==> src/rtl/scsi_regif_pkg.sv <==
package scsi_regif_pkg;

  localparam int IDX_W    = 4;
  localparam int NUM_REGS = 1 << IDX_W;

  // register indices whose position drives behaviour
  localparam logic [IDX_W-1:0] REG_CNT_LO = 4'd0;
  localparam logic [IDX_W-1:0] REG_CNT_HI = 4'd1;
  localparam logic [IDX_W-1:0] REG_FIFO   = 4'd2;
  localparam logic [IDX_W-1:0] REG_CMD    = 4'd3;
  localparam logic [IDX_W-1:0] REG_STAT   = 4'd4;
  localparam logic [IDX_W-1:0] REG_INTR   = 4'd5;
  localparam logic [IDX_W-1:0] REG_SEQ    = 4'd6;
  localparam logic [IDX_W-1:0] REG_LOADED = 4'd7;
  localparam logic [IDX_W-1:0] REG_CFG    = 4'd8;
  localparam logic [IDX_W-1:0] REG_ID     = 4'd14;

  localparam int CFG_QUIET_BIT = 6;

  // codes written into the reporting registers
  localparam logic [7:0] ID_VALUE       = 8'h04;
  localparam logic [7:0] INTR_FUNC_DONE = 8'h08;
  localparam logic [7:0] INTR_BUS_SVC   = 8'h10;
  localparam logic [7:0] INTR_BUS_RST   = 8'h80;
  localparam logic [7:0] STAT_TC        = 8'h10;
  localparam logic [7:0] STAT_XFER_DONE = 8'h93;
  localparam logic [7:0] MASK_CFG3      = 8'h15;

  typedef enum logic [6:0] {
    CMD_NOP      = 7'h00,
    CMD_FLUSH    = 7'h01,
    CMD_CHIP_RST = 7'h02,
    CMD_BUS_RST  = 7'h03,
    CMD_XFER     = 7'h10
  } cmd_code_e;

  typedef struct packed {
    logic flush;
    logic chip_rst;
    logic bus_rst;
    logic xfer;
    logic dma;
  } cmd_ev_t;

  // which bits of a written byte land in the readable copy
  function automatic logic [7:0] store_mask(input logic [IDX_W-1:0] idx);
    case (idx)
      4'd0, 4'd1, 4'd3, 4'd8,
      4'd12, 4'd13, 4'd14, 4'd15: return 8'hFF;
      4'd11:                      return MASK_CFG3;
      default:                    return 8'h00;
    endcase
  endfunction

  function automatic logic [15:0] clamp_load(input logic [15:0] req,
                                             input logic [15:0] cap);
    return (req > cap) ? cap : req;
  endfunction

  function automatic logic [7:0] keep_tc(input logic [7:0] stat);
    return stat & STAT_TC;
  endfunction

endpackage

==> src/rtl/scsi_regif_fifo.sv <==
module scsi_regif_fifo #(
  parameter int DEPTH = 16,
  parameter int WIDTH = 8,
  localparam int PTR_W = $clog2(DEPTH),
  localparam int CNT_W = $clog2(DEPTH + 1)
) (
  input  logic             clk,
  input  logic             rst_n,
  input  logic             clear,
  input  logic             push,
  input  logic             pop,
  input  logic             load,
  input  logic [CNT_W-1:0] load_cnt,
  input  logic [WIDTH-1:0] wdata,
  output logic [WIDTH-1:0] head,
  output logic [CNT_W-1:0] count
);

  logic [WIDTH-1:0] mem [DEPTH];
  logic [PTR_W-1:0] wp, rp;
  logic             full, empty, do_push, do_pop;
  logic [CNT_W-1:0] cnt_nxt;

  function automatic logic [PTR_W-1:0] ptr_inc(input logic [PTR_W-1:0] p);
    return (p == PTR_W'(DEPTH - 1)) ? '0 : p + 1'b1;
  endfunction

  assign full    = (count == CNT_W'(DEPTH));
  assign empty   = (count == '0);
  assign do_push = push && !full && !clear && !load;
  assign do_pop  = pop && !empty && !clear && !load;
  assign head    = mem[rp];

  always_comb begin
    case ({do_push, do_pop})
      2'b10:   cnt_nxt = count + 1'b1;
      2'b01:   cnt_nxt = count - 1'b1;
      default: cnt_nxt = count;
    endcase
  end

  always_ff @(posedge clk) begin
    if (!rst_n || clear) begin
      wp    <= '0;
      rp    <= '0;
      count <= '0;
    end else if (load) begin
      wp    <= '0;
      rp    <= '0;
      count <= load_cnt;
    end else begin
      count <= cnt_nxt;
      if (do_pop && cnt_nxt == '0) begin
        wp <= '0;
        rp <= '0;
      end else begin
        if (do_push) wp <= ptr_inc(wp);
        if (do_pop)  rp <= ptr_inc(rp);
      end
    end
  end

  always_ff @(posedge clk) begin
    if (do_push) mem[wp] <= wdata;
  end

endmodule

==> src/rtl/scsi_regif_cmd.sv <==
module scsi_regif_cmd
  import scsi_regif_pkg::*;
(
  input  logic             wr_en,
  input  logic [IDX_W-1:0] idx,
  input  logic [7:0]       wdata,
  output cmd_ev_t          ev
);

  logic      cmd_wr;
  cmd_code_e code;

  assign cmd_wr = wr_en && (idx == REG_CMD);
  assign code   = cmd_code_e'(wdata[6:0]);

  always_comb begin
    ev          = '0;
    ev.dma      = wdata[7];
    if (cmd_wr) begin
      case (code)
        CMD_FLUSH:    ev.flush    = 1'b1;
        CMD_CHIP_RST: ev.chip_rst = 1'b1;
        CMD_BUS_RST:  ev.bus_rst  = 1'b1;
        CMD_XFER:     ev.xfer     = 1'b1;
        default:      ev.flush    = 1'b0;
      endcase
    end
  end

endmodule

==> src/rtl/scsi_regif_irq.sv <==
module scsi_regif_irq (
  input  logic clk,
  input  logic rst_n,
  input  logic clear_all,
  input  logic raise_irq,
  input  logic raise_flag,
  input  logic ack,
  output logic irq,
  output logic dma_irq
);

  always_ff @(posedge clk) begin
    if (!rst_n || clear_all) begin
      irq     <= 1'b0;
      dma_irq <= 1'b0;
    end else begin
      if (ack) begin
        irq     <= 1'b0;
        dma_irq <= 1'b0;
      end
      if (raise_irq)  irq     <= 1'b1;
      if (raise_flag) dma_irq <= 1'b1;
    end
  end

endmodule

==> src/rtl/scsi_regif.sv <==
module scsi_regif
  import scsi_regif_pkg::*;
#(
  parameter int ADDR_W = 6,
  parameter int DEPTH  = 16,
  localparam int CNT_W = $clog2(DEPTH + 1)
) (
  input  logic              clk,
  input  logic              rst_n,
  input  logic              wr_en,
  input  logic              rd_en,
  input  logic [ADDR_W-1:0] addr,
  input  logic [7:0]        wdata,
  output logic [7:0]        rdata,
  output logic              irq,
  output logic              dma_irq,
  output logic              dma_mode,
  output logic [15:0]       xfer_count
);

  logic [7:0]       bank [NUM_REGS];
  logic [IDX_W-1:0] idx;
  cmd_ev_t          ev;

  // named internal events
  logic             rd_access, rd_pop, rd_ack, wr_push;
  logic             cfg_quiet, bus_rst_loud, nodma_load;
  logic [7:0]       fifo_head, wmask;
  logic [CNT_W-1:0] fifo_count, load_cnt;
  logic [15:0]      clamped;
  logic             unused_bits;

  assign idx          = addr[IDX_W+1:2];
  assign unused_bits  = ^{addr[1:0], clamped};
  assign rd_access    = rd_en && !wr_en;
  assign rd_pop       = rd_access && (idx == REG_FIFO) && (fifo_count != '0);
  assign rd_ack       = rd_access && (idx == REG_INTR);
  assign wr_push      = wr_en && (idx == REG_FIFO);
  assign cfg_quiet    = bank[REG_CFG][CFG_QUIET_BIT];
  assign bus_rst_loud = ev.bus_rst && !cfg_quiet;
  assign nodma_load   = ev.xfer && !ev.dma;
  assign wmask        = store_mask(idx);
  assign clamped      = clamp_load(xfer_count, 16'(DEPTH));
  assign load_cnt     = clamped[CNT_W-1:0];

  assign xfer_count   = {bank[REG_CNT_HI], bank[REG_CNT_LO]};
  assign dma_mode     = bank[REG_CMD][7];

  scsi_regif_cmd u_cmd (
    .wr_en (wr_en),
    .idx   (idx),
    .wdata (wdata),
    .ev    (ev)
  );

  scsi_regif_fifo #(.DEPTH(DEPTH), .WIDTH(8)) u_fifo (
    .clk      (clk),
    .rst_n    (rst_n),
    .clear    (ev.chip_rst || ev.flush),
    .push     (wr_push),
    .pop      (rd_pop),
    .load     (nodma_load),
    .load_cnt (load_cnt),
    .wdata    (wdata),
    .head     (fifo_head),
    .count    (fifo_count)
  );

  scsi_regif_irq u_irq (
    .clk        (clk),
    .rst_n      (rst_n),
    .clear_all  (ev.chip_rst),
    .raise_irq  (rd_pop || bus_rst_loud || ev.xfer),
    .raise_flag (bus_rst_loud || (ev.xfer && ev.dma)),
    .ack        (rd_ack),
    .irq        (irq),
    .dma_irq    (dma_irq)
  );

  // read data is combinational; the FIFO slot shows the head while not empty
  always_comb begin
    if (idx == REG_FIFO && fifo_count != '0) rdata = fifo_head;
    else                                     rdata = bank[idx];
  end

  always_ff @(posedge clk) begin
    if (!rst_n || ev.chip_rst) begin
      for (int i = 0; i < NUM_REGS; i++)
        bank[i] <= (IDX_W'(i) == REG_ID) ? ID_VALUE : 8'h00;
    end else if (wr_en) begin
      if (wmask != 8'h00) bank[idx] <= wdata & wmask;
      if (ev.flush) begin
        bank[REG_INTR] <= INTR_FUNC_DONE;
        bank[REG_SEQ]  <= 8'h00;
      end
      if (ev.bus_rst) bank[REG_INTR] <= INTR_BUS_RST;
      if (ev.xfer && ev.dma) begin
        bank[REG_STAT] <= STAT_XFER_DONE;
        bank[REG_INTR] <= INTR_BUS_SVC;
        bank[REG_SEQ]  <= 8'h00;
      end
      if (nodma_load) bank[REG_LOADED] <= bank[REG_CNT_LO];
    end else if (rd_access) begin
      if (rd_pop) bank[REG_FIFO] <= fifo_head;
      if (rd_ack) bank[REG_STAT] <= keep_tc(bank[REG_STAT]);
    end
  end

endmodule

==> config.mk <==
export PLATFORM = sky130hd
export DESIGN_NAME = scsi_regif
export DESIGN_NICKNAME = d
export VERILOG_FILES = /design/src/rtl/scsi_regif_pkg.sv /design/src/rtl/scsi_regif_fifo.sv /design/src/rtl/scsi_regif_cmd.sv /design/src/rtl/scsi_regif_irq.sv /design/src/rtl/scsi_regif.sv
export SDC_FILE = /design/constraint.sdc
export NUM_CORES = 1
export LEC_CHECK = 0
export BUFFER_PORTS_ARGS = -buffer_cell sky130_fd_sc_hd__clkbuf_2
export CAP_MARGIN = 0
export CORE_UTILIZATION = 40
export DETAILED_ROUTE_END_ITERATION = 10
export PLACE_DENSITY_LB_ADDON = 0.08
export SETUP_SLACK_MARGIN = 0.15
export SLEW_MARGIN = 10
export SYNTH_ARGS = -nofsm -noshare
export SYNTH_HDL_FRONTEND = slang
export SYNTH_SLANG_ARGS = --single-unit
export TNS_END_PERCENT = 10
==> constraint.sdc <==
create_clock -name clk -period 5.2 [get_ports clk]
set_input_delay 0.26 -clock clk [delete_from_list [all_inputs] [get_ports clk]]
set_output_delay 0.26 -clock clk [all_outputs]
set_load 0.005 [all_outputs]
Yosys cells after proc, flatten, opt, wreduce, memory -nomap -nowiden
Memory sizes are Yosys's and may differ from the RTL's. A register that Yosys moved wholly into a read port is not among the register bits.
Cells that the tools add are included.

word-level totals
  output and inout bits = 27
  register bits = 15
  word-level logic and storage cells = 142
  bits in read-only memories = 128
  memories kept = 3
  input bits = 18
  memory bits (writable) = 256

cells by class
  equality and inequality tests = 13
  bitwise operators = 12
  reduce and logical (&&, ||, !) cells = 40
  add/sub/neg operators = 4
  muxes and demuxes = 64
  magnitude comparators = 1

memory list
  name              words  width  read ports  clocked after memory_dff  write ports  line                   text
  (name not given)  16     8      1           0                         0            scsi_regif_pkg.sv:47   case (idx)
  bank              16     8      5           0                         16           scsi_regif.sv:21       logic [7:0] bank [NUM_REGS];
  u_fifo.mem        16     8      1           1                         1            scsi_regif_fifo.sv:19  logic [WIDTH-1:0] mem [DEPTH];

operators by type and width
  operator             count
  $mux 8               10
  $mux 1               43
  $mux 4               7
  $logic_and 1x1->1    17
  $gt 16x5->1 const B  1
  $eq 7x2->1 const B   2
  $or 1x1->1           11
  $logic_not 5->1      2
  $mux 5               2
  $pmux 5 s2           1
  $add 4x1->4 const B  2
  $and 8x8->8          1
  $eq 4x2->1 const B   2
  $eq 4x4->1 const B   2
  $logic_not 1->1      8
  $reduce_bool 8->1    1
  $reduce_or 8->1      1
  $eq 7x1->1 const B   1
  $eq 7x5->1 const B   1
  $logic_or 1x1->1     6
  $add 5x1->5 const B  1
  $eq 5x5->1 const B   1
  $reduce_bool 5->1    1
  $sub 5x1->5 const B  1
  8 further kinds      9

Depth between registers and ports, before layout
  depth in word-level cells = 13
  mapped depth = 19
  gate-level depth less buffers = 14

Modules after synthesis
Synthesis repeated with hierarchy kept, for this count alone.

unflattened totals
  cell total of the unflattened synthesis = 788
  area, all modules = 12185.4 um^2

modules (own cells, without submodules)
  module           instances  seq. area each (um^2)  cells each  area each (um^2)
  scsi_regif_fifo  1          4184.0                 317         6022.0
  scsi_regif       1          3753.6                 450         5988.2
  scsi_regif_cmd   1          0.0                    12          92.6
  scsi_regif_irq   1          40.0                   9           82.6

Least setup slack after synthesis
No wires, ideal clock.

  path type = input -> register
  start point = input port addr[2]
  end point = register with a tool-made name
  data arrival time = 3579 ps
  path slack = 1502 ps
  data required time = 5081 ps
  stages = 19
  cell sequence = clkbuf_1 -> buf_1 -> inv_1 -> ha_1 -> clkbuf_1 -> o211ai_4 -> or3b_1 -> buf_6 -> inv_2 -> ha_1 -> clkbuf_1 -> xor2_1 -> ha_1 -> a21oi_1 -> nor4b_1 -> a21oi_1 -> xor2_1 -> a41o_4 -> nor2_1

RTL lines
  element      line              text
  from (decl)  scsi_regif.sv:12  input logic [ADDR_W-1:0] addr,

==> out/results.tsv <==
metric	value	unit
status	completed	
synth_area	0.0119	mm2
yosys.area.top_type	edfxtp_1	
synth_edf_count	247	
fmax	261	MHz
grt_pass1_vias	6924	
synth_top_family_by_area	multiplexers	
fp.dieW	174	um
leakagePower	4.49	nW
cts_tree	yes	
cp_max_fo	9	
num_io_pins	45	
critical_path_buf_inv_count	1	
rsz0062_at_grt	no	
clock_latency	0.55	ns
synth.avg_cell_area	16.2	um2
drt_iter0_drc	634	
die_y	174	um
total_power	4.97	mW
cts-root-buf	clkbuf_16	
synth_common_cells	edfxtp_1 (247), nor2_1 (108), mux4_2 (80)	
row_count	62	
drt-total-wl	29.0	mm
drv_slew	0	
cts_hold_buf	0	
grt_pass1_wl	44.6	mm
ys_warn_count	0	
synth_flop_cell	edfxtp_1	
path_delay_family	simple AND/OR/NAND/NOR gates	
setup_tns	0	ns
ys_seq_area_frac	0.670	
wl_per_cell	24.4	um
antenna_found_initial	3	
timing_hold_violations_final	0	
path_cells	or4_4 > o211ai_4 > or3b_1 > inv_2 > ha_1 > xor2_1 > ha_1 > a21oi_1 > nor4b_1 > a21oi_1 > xor2_1 > a41o_4 > nor2_1	
comb_power_share	0.051	
grt-ovfl-total	0	
worst_pin_slew	1.08	ns
dp_cells	1135	
relSlewSlack	0.271	
p_int	3.93	mW
cts.sinks	275	
gp_congestion	0.812	
critPathMaxStageDelay	0.58	ns
power_density	366	mW/mm2
drv_cap	0	
final_util	0.468	
nNetsFinal	815	
synth.area.top_cells	edfxtp_1 (62%), mux4_2 (15%), dfxtp_1 (4.7%), nor2_1 (3.4%), nand2_1 (1.5%)	
p_switching	1.05	mW
ir_worst_vdd	0.246	mV
area.growth.synth_to_final	14.2	%
cts.path.max_buffers	3	
finalSetupViolations	0	
vias	6703	
drtPass1Iterations	5	
initial_utilization	0.410	
ant_nets	0	
crit_arrival	4.27	ns
port_buffers	42	
core_area	0.0290	mm2
cts-htree-levels	1	
p_clk_frac	0.450	
hpwl	19.9	mm
synth_compound_area_frac	0.0370	
grt_max_degree	36	
track_usage	0.199	
cts.clk_slew.worst_paths	0.06	ns
finClkSkew	0.0151	ns
drive_gt1_frac	0.254	
syn-instance-count	735	
dieArea	0.0304	mm2
timing.final.crit_share	0.738	
synth_top_area_frac	0.623	
pwr-share-seq	0.499	
yosys.area_share.xor_xnor	0.00589	
switching_share	0.210	
final.min_clock_period	3.84	ns
post-route-drc-count	0	
postCtsSetupBuffers	0	
viasPerCell	5.62	
cts_resized	0	
synth.most_common_cell	edfxtp_1	
end_kind	flop	
cp_slowest_cell	or4_4	
critical_path_required	5.63	ns
synth_seq_cells	275	
synth_fa_ha_area_frac	0.0137	
yosys.area_share.simple	0.0921	
cts-buffers-inserted	31	
path_class	reg2reg	
synth.distinct_cells	57	
synth_mux_area_frac	0.161	
start_kind	flop	
hold_class	in2reg	
ys_async_sr_fraction	0	
fin_cells	1192	
fin_hold_ws	0.121	ns
==> metal layers <==
layer,GRT usage,vias up,part of all wire
li1,-,2958,-
met4,0.0461,0,0.018
met3,0.0383,42,0.064
met1,0.284,3482,0.44
met2,0.315,221,0.47
met5,0,-,0
==> stage by stage <==
stage          setup WS [ns]  cell area, um2
3_3_place_gp            1.34           12500
5_1_grt                 1.15           13600
6_report                1.36           13600
3_5_place_dp            1.19           12500
2_1_floorplan           1.50           11900
4_1_cts                 1.34           13600
==> path summary, 6_finish.rpt <==
path         cells past startpoint          endpoint            start  slack [ns]
min                              2  u_fifo.mem[4][3]         wdata[3]        0.12
min reg2reg                      2        bank[4][4]       bank[4][4]        0.45
max                             13              flop  u_fifo.count[1]        1.36
max reg2reg                     13              flop  u_fifo.count[1]        1.36
==> state kept, by name (all words and copies together), names as in the netlist, named ones only <==
| name | flops |
|---|---|
| u_fifo.wp | 4 |
| u_irq.dma_irq | 1 |
| bank | 128 |
| u_irq.irq | 1 |
| u_fifo.count | 5 |
| u_fifo.mem | 128 |
| u_fifo.rp | 4 |
==> power by group through the flow <==
stage | logic, mW | registers [mW] | clock network [mW]
floorplan | 0.144 | 2.52 | 0
detailed placement | 0.254 | 2.53 | 0
CTS | 0.255 | 2.48 | 2.28
global route | 0.273 | 2.49 | 2.37
global placement | 0.251 | 2.53 | 0
finish | 0.253 | 2.48 | 2.24
==> logic make-up (layout without fill, tap and decap cells) <==
family / count (synthesis) / in the layout
compound gates: 61 / 61
xor+xnor: 8 / 8
fa+ha+maj: 13 / 13
buf+inv: 56 / 120
flops: 275 / 275
mux: 90 / 90
other cells: 1 / 10
simple gates: 231 / 231
==> placed cells by master, fill, tap and decap left out, types with 5 or more instances in the layout <==
cell | synthesis | routed
mux4_2 | 80 | 80
clkinv_2 | 0 | 5
clkbuf_16 | 0 | 31
mux2_2 | 8 | 8
ha_1 | 13 | 13
nand2_1 | 48 | 48
clkinv_1 | 0 | 9
o31ai_1 | 5 | 5
o21ai_0 | 12 | 12
nor2_1 | 108 | 108
o2bb2ai_1 | 8 | 8
a21oi_2 | 5 | 5
buf_4 | 0 | 12
conb_1 | 1 | 9
inv_1 | 9 | 9
a21oi_1 | 15 | 15
and3_1 | 15 | 15
clkbuf_2 | 0 | 42
bufinv_16 | 0 | 6
and2_1 | 13 | 13
nand3_1 | 6 | 6
edfxtp_1 | 247 | 247
dfxtp_1 | 28 | 27
==> area by class of cell <==
| cell class | count | area (um2) |
|---|---|---|
| Clock inverter | 23 | 263 |
| Timing Repair Buffer | 54 | 300 |
| Sequential cell | 275 | 7980 |
| Antenna cell | 1 | 2.50 |
| Fill cell | 2541 | 15400 |
| Multi-Input combinational cell | 412 | 3740 |
| Inverter | 10 | 37.5 |
| Clock buffer | 33 | 783 |
| Tap cell | 384 | 480 |
==> worst register-to-register path, stage by stage (launching register included) <==
cell      delay, ns
dfxtp_1        0.39
or4_4          0.58
o211ai_4       0.37
or3b_1         0.37
inv_2          0.13
ha_1           0.31
xor2_1         0.19
ha_1           0.21
a21oi_1        0.09
nor4b_1        0.28
a21oi_1        0.11
xor2_1         0.25
a41o_4         0.34
nor2_1         0.09
No activity file was read; power rests on OpenSTA's default activity.
